--- src/rtl/dsp_status_pkg.sv ---
package dsp_status_pkg;
  localparam int STAT_W      = 16;
  localparam int NUM_EXT_IRQ = 3;
  localparam int FLAG_W      = 6;
  localparam int CTRL_W      = STAT_W - FLAG_W;

  // bit positions in the status word
  localparam int B_C    = 0;
  localparam int B_Z    = 1;
  localparam int B_N    = 2;
  localparam int B_V1   = 3;
  localparam int B_V2   = 4;
  localparam int B_V3   = 5;
  localparam int B_IMUL = 6;
  localparam int B_RND  = 7;
  localparam int B_CLIP = 8;
  localparam int B_DMA  = 9;
  localparam int B_EXT0 = 10;
  localparam int B_OV1E = 13;
  localparam int B_OV3E = 14;
  localparam int B_GIE  = 15;

  // condition flags, msb first so the packed layout matches bits 5..0
  typedef struct packed {
    logic v3;
    logic v2;
    logic v1;
    logic neg;
    logic zero;
    logic carry;
  } cond_t;

  typedef struct packed {
    logic carry;
    logic zero;
    logic neg;
    logic ovf;
    logic acc_wr;
    logic acc_ext;
  } alu_ind_t;
endpackage

--- src/rtl/dsp_cond_flags.sv ---
module dsp_cond_flags
  import dsp_status_pkg::*;
(
  input  logic              clk,
  input  logic              rst_n,
  input  logic              upd_en,
  input  alu_ind_t          ind,
  input  logic              sw_we,
  input  logic [FLAG_W-1:0] sw_flags,
  output cond_t             flags_q
);
  cond_t flags_d;

  always_comb begin
    flags_d = flags_q;
    if (sw_we) begin
      flags_d = cond_t'(sw_flags);
    end else if (upd_en) begin
      flags_d.carry = ind.carry;
      flags_d.zero  = ind.zero;
      flags_d.neg   = ind.neg;
      flags_d.v1    = ind.ovf;
      flags_d.v2    = flags_q.v2 | ind.ovf;
      if (ind.acc_wr) flags_d.v3 = ind.acc_ext;
    end
  end

  always_ff @(posedge clk) begin
    if (!rst_n) flags_q <= '0;
    else        flags_q <= flags_d;
  end

  AST_XFER_HOLD: assert property (@(posedge clk) disable iff (!rst_n)
    (!upd_en && !sw_we) |=> $stable(flags_q));
  AST_V1_TRACK: assert property (@(posedge clk) disable iff (!rst_n)
    (upd_en && !sw_we) |=> (flags_q.v1 == $past(ind.ovf)));
  AST_V2_STICKY: assert property (@(posedge clk) disable iff (!rst_n)
    (flags_q.v2 && !sw_we) |=> flags_q.v2);
  AST_V3_HOLD: assert property (@(posedge clk) disable iff (!rst_n)
    (!sw_we && !(upd_en && ind.acc_wr)) |=> $stable(flags_q.v3));
endmodule

--- src/rtl/dsp_ctrl_bits.sv ---
module dsp_ctrl_bits
  import dsp_status_pkg::*;
(
  input  logic              clk,
  input  logic              rst_n,
  input  logic              sw_we,
  input  logic [CTRL_W-1:0] sw_ctrl,
  output logic [CTRL_W-1:0] ctrl_q
);
  always_ff @(posedge clk) begin
    if (!rst_n)     ctrl_q <= '0;
    else if (sw_we) ctrl_q <= sw_ctrl;
  end

  AST_CTRL_HOLD: assert property (@(posedge clk) disable iff (!rst_n)
    !sw_we |=> $stable(ctrl_q));
endmodule

--- src/rtl/dsp_irq_gen.sv ---
module dsp_irq_gen
  import dsp_status_pkg::*;
(
  input  logic                   clk,
  input  logic                   rst_n,
  input  logic                   v1,
  input  logic                   v3,
  input  logic                   ov1_en,
  input  logic                   ov3_en,
  input  logic                   gie,
  input  logic [NUM_EXT_IRQ-1:0] ext_in,
  input  logic [NUM_EXT_IRQ-1:0] ext_en,
  output logic                   ovf_irq,
  output logic [NUM_EXT_IRQ-1:0] ext_req
);
  logic cond_now;
  logic cond_prev;

  assign cond_now = gie & ((v1 & ov1_en) | (v3 & ov3_en));

  always_ff @(posedge clk) begin
    if (!rst_n) cond_prev <= 1'b0;
    else        cond_prev <= cond_now;
  end

  assign ovf_irq = cond_now & ~cond_prev;

  for (genvar g = 0; g < NUM_EXT_IRQ; g++) begin : g_ext
    assign ext_req[g] = ext_in[g] & ext_en[g] & gie;
  end

  AST_IRQ_PULSE: assert property (@(posedge clk) disable iff (!rst_n)
    ovf_irq |=> !ovf_irq);
  AST_IRQ_NEEDS_GIE: assert property (@(posedge clk) disable iff (!rst_n)
    !gie |-> (!ovf_irq && ext_req == '0));
endmodule

--- src/rtl/dsp_status_reg.sv ---
module dsp_status_reg
  import dsp_status_pkg::*;
(
  input  logic                   clk,
  input  logic                   rst_n,
  input  logic                   op_valid,
  input  logic                   op_arith,
  input  logic                   res_carry,
  input  logic                   res_zero,
  input  logic                   res_neg,
  input  logic                   res_ovf,
  input  logic                   acc_wr,
  input  logic                   acc_ext,
  input  logic                   sw_we,
  input  logic [STAT_W-1:0]      sw_wdata,
  input  logic [NUM_EXT_IRQ-1:0] ext_irq_in,
  output logic [STAT_W-1:0]      status,
  output logic                   int_mult_mode,
  output logic                   round_mode,
  output logic                   clip_mode,
  output logic                   dma_irq_en,
  output logic [NUM_EXT_IRQ-1:0] ext_irq_req,
  output logic                   ovf_irq
);
  alu_ind_t          ind;
  cond_t             flags_q;
  logic [CTRL_W-1:0] ctrl_q;
  logic              upd_en;

  assign upd_en = op_valid & op_arith;
  assign ind    = '{carry: res_carry, zero: res_zero, neg: res_neg,
                    ovf: res_ovf, acc_wr: acc_wr, acc_ext: acc_ext};

  dsp_cond_flags u_flags (
    .clk      (clk),
    .rst_n    (rst_n),
    .upd_en   (upd_en),
    .ind      (ind),
    .sw_we    (sw_we),
    .sw_flags (sw_wdata[FLAG_W-1:0]),
    .flags_q  (flags_q)
  );

  dsp_ctrl_bits u_ctrl (
    .clk     (clk),
    .rst_n   (rst_n),
    .sw_we   (sw_we),
    .sw_ctrl (sw_wdata[STAT_W-1:FLAG_W]),
    .ctrl_q  (ctrl_q)
  );

  assign status = {ctrl_q, flags_q};

  assign int_mult_mode = status[B_IMUL];
  assign round_mode    = status[B_RND];
  assign clip_mode     = status[B_CLIP];
  assign dma_irq_en    = status[B_DMA];

  dsp_irq_gen u_irq (
    .clk     (clk),
    .rst_n   (rst_n),
    .v1      (status[B_V1]),
    .v3      (status[B_V3]),
    .ov1_en  (status[B_OV1E]),
    .ov3_en  (status[B_OV3E]),
    .gie     (status[B_GIE]),
    .ext_in  (ext_irq_in),
    .ext_en  (status[B_EXT0 +: NUM_EXT_IRQ]),
    .ovf_irq (ovf_irq),
    .ext_req (ext_irq_req)
  );

  AST_SW_PRIORITY: assert property (@(posedge clk) disable iff (!rst_n)
    sw_we |=> (status == $past(sw_wdata)));
  AST_ARITH_CZN: assert property (@(posedge clk) disable iff (!rst_n)
    (upd_en && !sw_we) |=> (status[B_N:B_C] == $past({res_neg, res_zero, res_carry})));
endmodule

--- config.mk ---
export PLATFORM = sky130hd
export DESIGN_NAME = dsp_status_reg
export DESIGN_NICKNAME = d
export VERILOG_FILES = /design/src/rtl/dsp_status_pkg.sv /design/src/rtl/dsp_cond_flags.sv /design/src/rtl/dsp_ctrl_bits.sv /design/src/rtl/dsp_irq_gen.sv /design/src/rtl/dsp_status_reg.sv
export SDC_FILE = /design/constraint.sdc
export NUM_CORES = 1
export LEC_CHECK = 0
export BUFFER_PORTS_ARGS = -buffer_cell sky130_fd_sc_hd__buf_2
export CORE_MARGIN = 2
export CORE_UTILIZATION = 37
export CTS_BUF_LIST = sky130_fd_sc_hd__clkbuf_4 sky130_fd_sc_hd__clkbuf_8
export DETAILED_ROUTE_END_ITERATION = 12
export PLACE_DENSITY = 0.77
export SLEW_MARGIN = 20
export SYNTH_ARGS = -nofsm -noshare
export SYNTH_HDL_FRONTEND = slang
export SYNTH_SLANG_ARGS = --single-unit
--- constraint.sdc ---
create_clock -name clk -period 0.9 [get_ports clk]
set_clock_uncertainty 0.15 [all_clocks]
set_input_delay 0 -clock clk [delete_from_list [all_inputs] [get_ports clk]]
set_output_delay 0 -clock clk [all_outputs]
set_load 0.01 [all_outputs]
==> results.txt <==
----------------------------------------------------
[Logic synthesis]
  Synthesized area ... 743.2 µm²
  Flops & latches, synth ... 17
  Synthesized net count ... 109
  Mapped Avg Cell Area ... 9.408 µm²
  Number of enable-type register cells in the synthesized netlist ... 0
  Fraction of the yosys area taken by sequential cells ... 0.4579
  Count of unique library cells instantiated by Yosys ... 15
  Top-area cell type share of the netlist area ... 0.4579
  Number of synthesis warnings ... 0
  Gate count after technology mapping ... 79
  Most frequently used cell type in the post-synthesis netlist ... sky130_fd_sc_hd__dfxtp_1
  Top flip-flop cell by instance count after synthesis ... sky130_fd_sc_hd__dfxtp_1
  Share of flip-flops with an asynchronous set or reset after synthesis ... 0
  Leading cell types by total area after synthesis ... sky130_fd_sc_hd__dfxtp_1 46%, sky130_fd_sc_hd__mux2i_1 19%, sky130_fd_sc_hd__buf_4 9.1%
  Area leader, netlist ... sky130_fd_sc_hd__dfxtp_1
  Commonest cells in the synthesized netlist ... 17 x sky130_fd_sc_hd__dfxtp_1, 14 x sky130_fd_sc_hd__mux2i_1, 13 x sky130_fd_sc_hd__nor2_1

[Die]
  Std-Cell Rows ... 16
  Number of placed I/O pins ... 54
  Initial core utilization ... 0.3867
  Overall die area ... 0.002383 mm²
  Die Span X ... 48.82 µm
  Area of the core ... 0.001922 mm²
  Die Y ... 48.82 µm

[GRT]
  Remaining Overflow, GRT ... 0
  Number of antenna violations at the first check in global routing ... 0
  Maximum number of pins on one net before global-route repair ... 12
  Overall fraction of global-route tracks in use ... 0.1932
  Global-route wire length before repair ... 3539 µm
  Via count of the first global-routing pass ... 827

[STA]
  Endpoints failing setup ... 14
  Post-route setup TNS ... -1115 ps
  Tcrit/Tclk final ... 1.354
  Final min period ... 1218 ps
  Max-slew violation total from the final report ... 0
  Slew at the pin closest to its max-slew limit ... 335.0 ps
  Max transition margin ... 0.7764
  Setup repair after global routing missed its margin ... yes
  F_max ... 820.8 MHz
  Hold Violations, Final ... 6
  Post-route worst setup slack ... -318.3 ps
  Worst hold slack ... -149.7 ps

[Routing]
  Routed Antenna Nets ... 0
  Total number of vias ... 797
  DRC viols ... 0
  Via-to-Cell Ratio ... 4.580
  Routed WL per cell ... 11.86 µm
  Count of TritonRoute iterations in the first routing pass ... 2
  Final wirelength ... 2064 µm
  Iteration-0 DRC Markers ... 4

[CTS]
  Latest clock arrival within the worst-skew pair ... 280 ps
  Inserted Clock Buffers ... 3
  # H-tree levels ... 1
  Count of hold buffers inserted by post-cts repair ... 21
  CTS tree ... built
  CTS Buffer Depth ... 2
  Post-CTS clock slew at the launch and capture registers of the worst setup and hold paths ... 90 ps
  CTS Root Buffer Type ... sky130_fd_sc_hd__clkbuf_4
  CTS Sinks ... 17

[Power]
  Sequential fraction of design power ... 0.501
  Fraction of power consumed by the clock network ... 0.249
  Power density of the placed cells ... 1229 mW/mm²
  Internal portion of total power ... 0.001277 W
  LEAKAGE ... 0.7013 nW
  Share of total power consumed by net switching ... 0.2458
  Switching power ... 0.0004162 W
  Combinational share of power ... 0.250
  Max IR drop VDD ... 0.8313 mV

[Finish]
  Antenna Diode Count ... 0
  Final Core Density ... 0.7168
  Final Net Count ... 178
  Signed area change from the synthesized netlist to the final layout ... 85.35%
  Area of all placed cells without fillers ... 0.001378 mm²
  Final std cells w/o fill ... 174
  Number of fillers in the final layout ... 144
  Ratio of cells with drive above 1 in the final layout ... 0.5306

[Min path]
  Hold Crit Class ... in2reg

[Placed design]
  PortBufs ... 53
  Standard cell area after detailed placement ... 982.2 µm²
  Last weighted congestion value of the routability-driven placer ... 0.6743
  Final HPWL DP ... 1320 µm
  Placed cell count ... 150

[Run]
  Number of maximum-capacitance constraint violations ... 0

[Setup path]
  Data required time at the worst endpoint ... 750 ps
  Arrival time at the worst endpoint ... 1070 ps
  Crit Path Class ... reg2out
  CP max FO ... 2
  Kind of start point of the critical path ... flop
  Kind of capture point of the worst setup path ... primary output

[Outcome]
  Status ... finished, violations left
  Violations in the final reports ... hold timing, setup timing

----------------------------------------------------
area by class of cell:
cell class	count	area, µm²	share of cell area
sequential	17	365.4	0.2652
inverter	2	7.507	0.005450
timing repair buffer	76	635.6	0.4614
clock buffer	4	30.03	0.02180
tap	27	33.78	0.02452
multi-input combinational	48	305.3	0.2216
sequential cells by signal, summed over array words and instances, names as in the netlist:
register and count:
u_ctrl.ctrl_q 10, u_irq.cond_prev 1, u_flags.flags_q 6
power groups by stage:
stage	clock [W]	combinational, W	sequential (W)
floorplan	0	0.000156	0.000859
global placement	0	0.000282	0.000841
detailed placement	0	0.000289	0.000844
CTS	0.000441	0.000425	0.000847
global route	0.000484	0.000459	0.000855
finish	0.000422	0.000423	0.000848
metal layers:
layer / share of wire / routed length, µm / global-route usage
met1: 0.39 / 813 / 0.2112
met5: 0 / 0 / 0
met2: 0.53 / 1098 / 0.3699
met4: 0.014 / 29 / 0.07143
met3: 0.060 / 123 / 0.03067
kinds of logic after synthesis:
kind of cell / synth area share
buffers and inverters: 0.1380
flip-flops: 0.4579
AO/OA/AOI/OAI: 0.09260
AND/OR/NAND/NOR: 0.1229
multiplexers: 0.1885
through the flow:
stage / setup WS (ps) / hold WS, ps / power [W]
6_report: -318.3 / -149.7 / 0.001694
4_1_cts: -331.1 / -103.1 / 0.001713
5_1_grt: -377.5 / -130.3 / 0.001799
3_3_place_gp: -7.046 / 87.05 / 0.001123
2_1_floorplan: 17.01 / -21.03 / 0.001014
3_5_place_dp: -15.41 / 94.41 / 0.001133
critical path, stage by stage (launching register included):
cell and delay [ps]:
sky130_fd_sc_hd__dfxtp_2 330, sky130_fd_sc_hd__a22o_1 220, sky130_fd_sc_hd__nand2_1 70, sky130_fd_sc_hd__nor2_1 40, sky130_fd_sc_hd__buf_2 130
cells in the final DEF (no fill, tap or decap):
master / netlist / routed
sky130_fd_sc_hd__dlygate4sd3_1: 0 / 20
sky130_fd_sc_hd__inv_1: 1 / 1
sky130_fd_sc_hd__dfxtp_4: 0 / 2
sky130_fd_sc_hd__nor3_1: 1 / 1
sky130_fd_sc_hd__buf_12: 0 / 1
sky130_fd_sc_hd__buf_6: 2 / 22
sky130_fd_sc_hd__inv_2: 1 / 1
sky130_fd_sc_hd__mux2i_1: 14 / 14
sky130_fd_sc_hd__a21oi_1: 6 / 6
sky130_fd_sc_hd__dfxtp_1: 17 / 1
sky130_fd_sc_hd__o21ai_0: 6 / 6
sky130_fd_sc_hd__buf_2: 1 / 32
sky130_fd_sc_hd__dfxtp_2: 0 / 14
sky130_fd_sc_hd__and3_1: 4 / 3
sky130_fd_sc_hd__clkbuf_4: 0 / 4
sky130_fd_sc_hd__nor2_1: 13 / 13
sky130_fd_sc_hd__nand2_1: 2 / 2
sky130_fd_sc_hd__nand3_1: 1 / 1
sky130_fd_sc_hd__buf_4: 9 / 1
sky130_fd_sc_hd__and3_4: 0 / 1
sky130_fd_sc_hd__a22o_1: 1 / 1
path summary, 6_finish.rpt:
check	from	to	slack [ps]	cells after the start
setup reg to reg	u_flags.flags_q[5]	u_irq.cond_prev	-20	3
hold reg to reg	u_flags.flags_q[4]	u_flags.flags_q[4]	360	2
hold / removal	rst_n	u_flags.flags_q[4]	-150	3
setup / recovery	u_flags.flags_q[5]	ovf_irq	-320	4
what timing repair did:
action                                  CTS  global route
pin swaps                                 2             1
buffers inserted                          0             0
endpoints found under the setup margin   26            32
resized for setup                        38             3
endpoints found under the hold margin    16             6
Note: power is estimated with default switching activity, not from simulation.
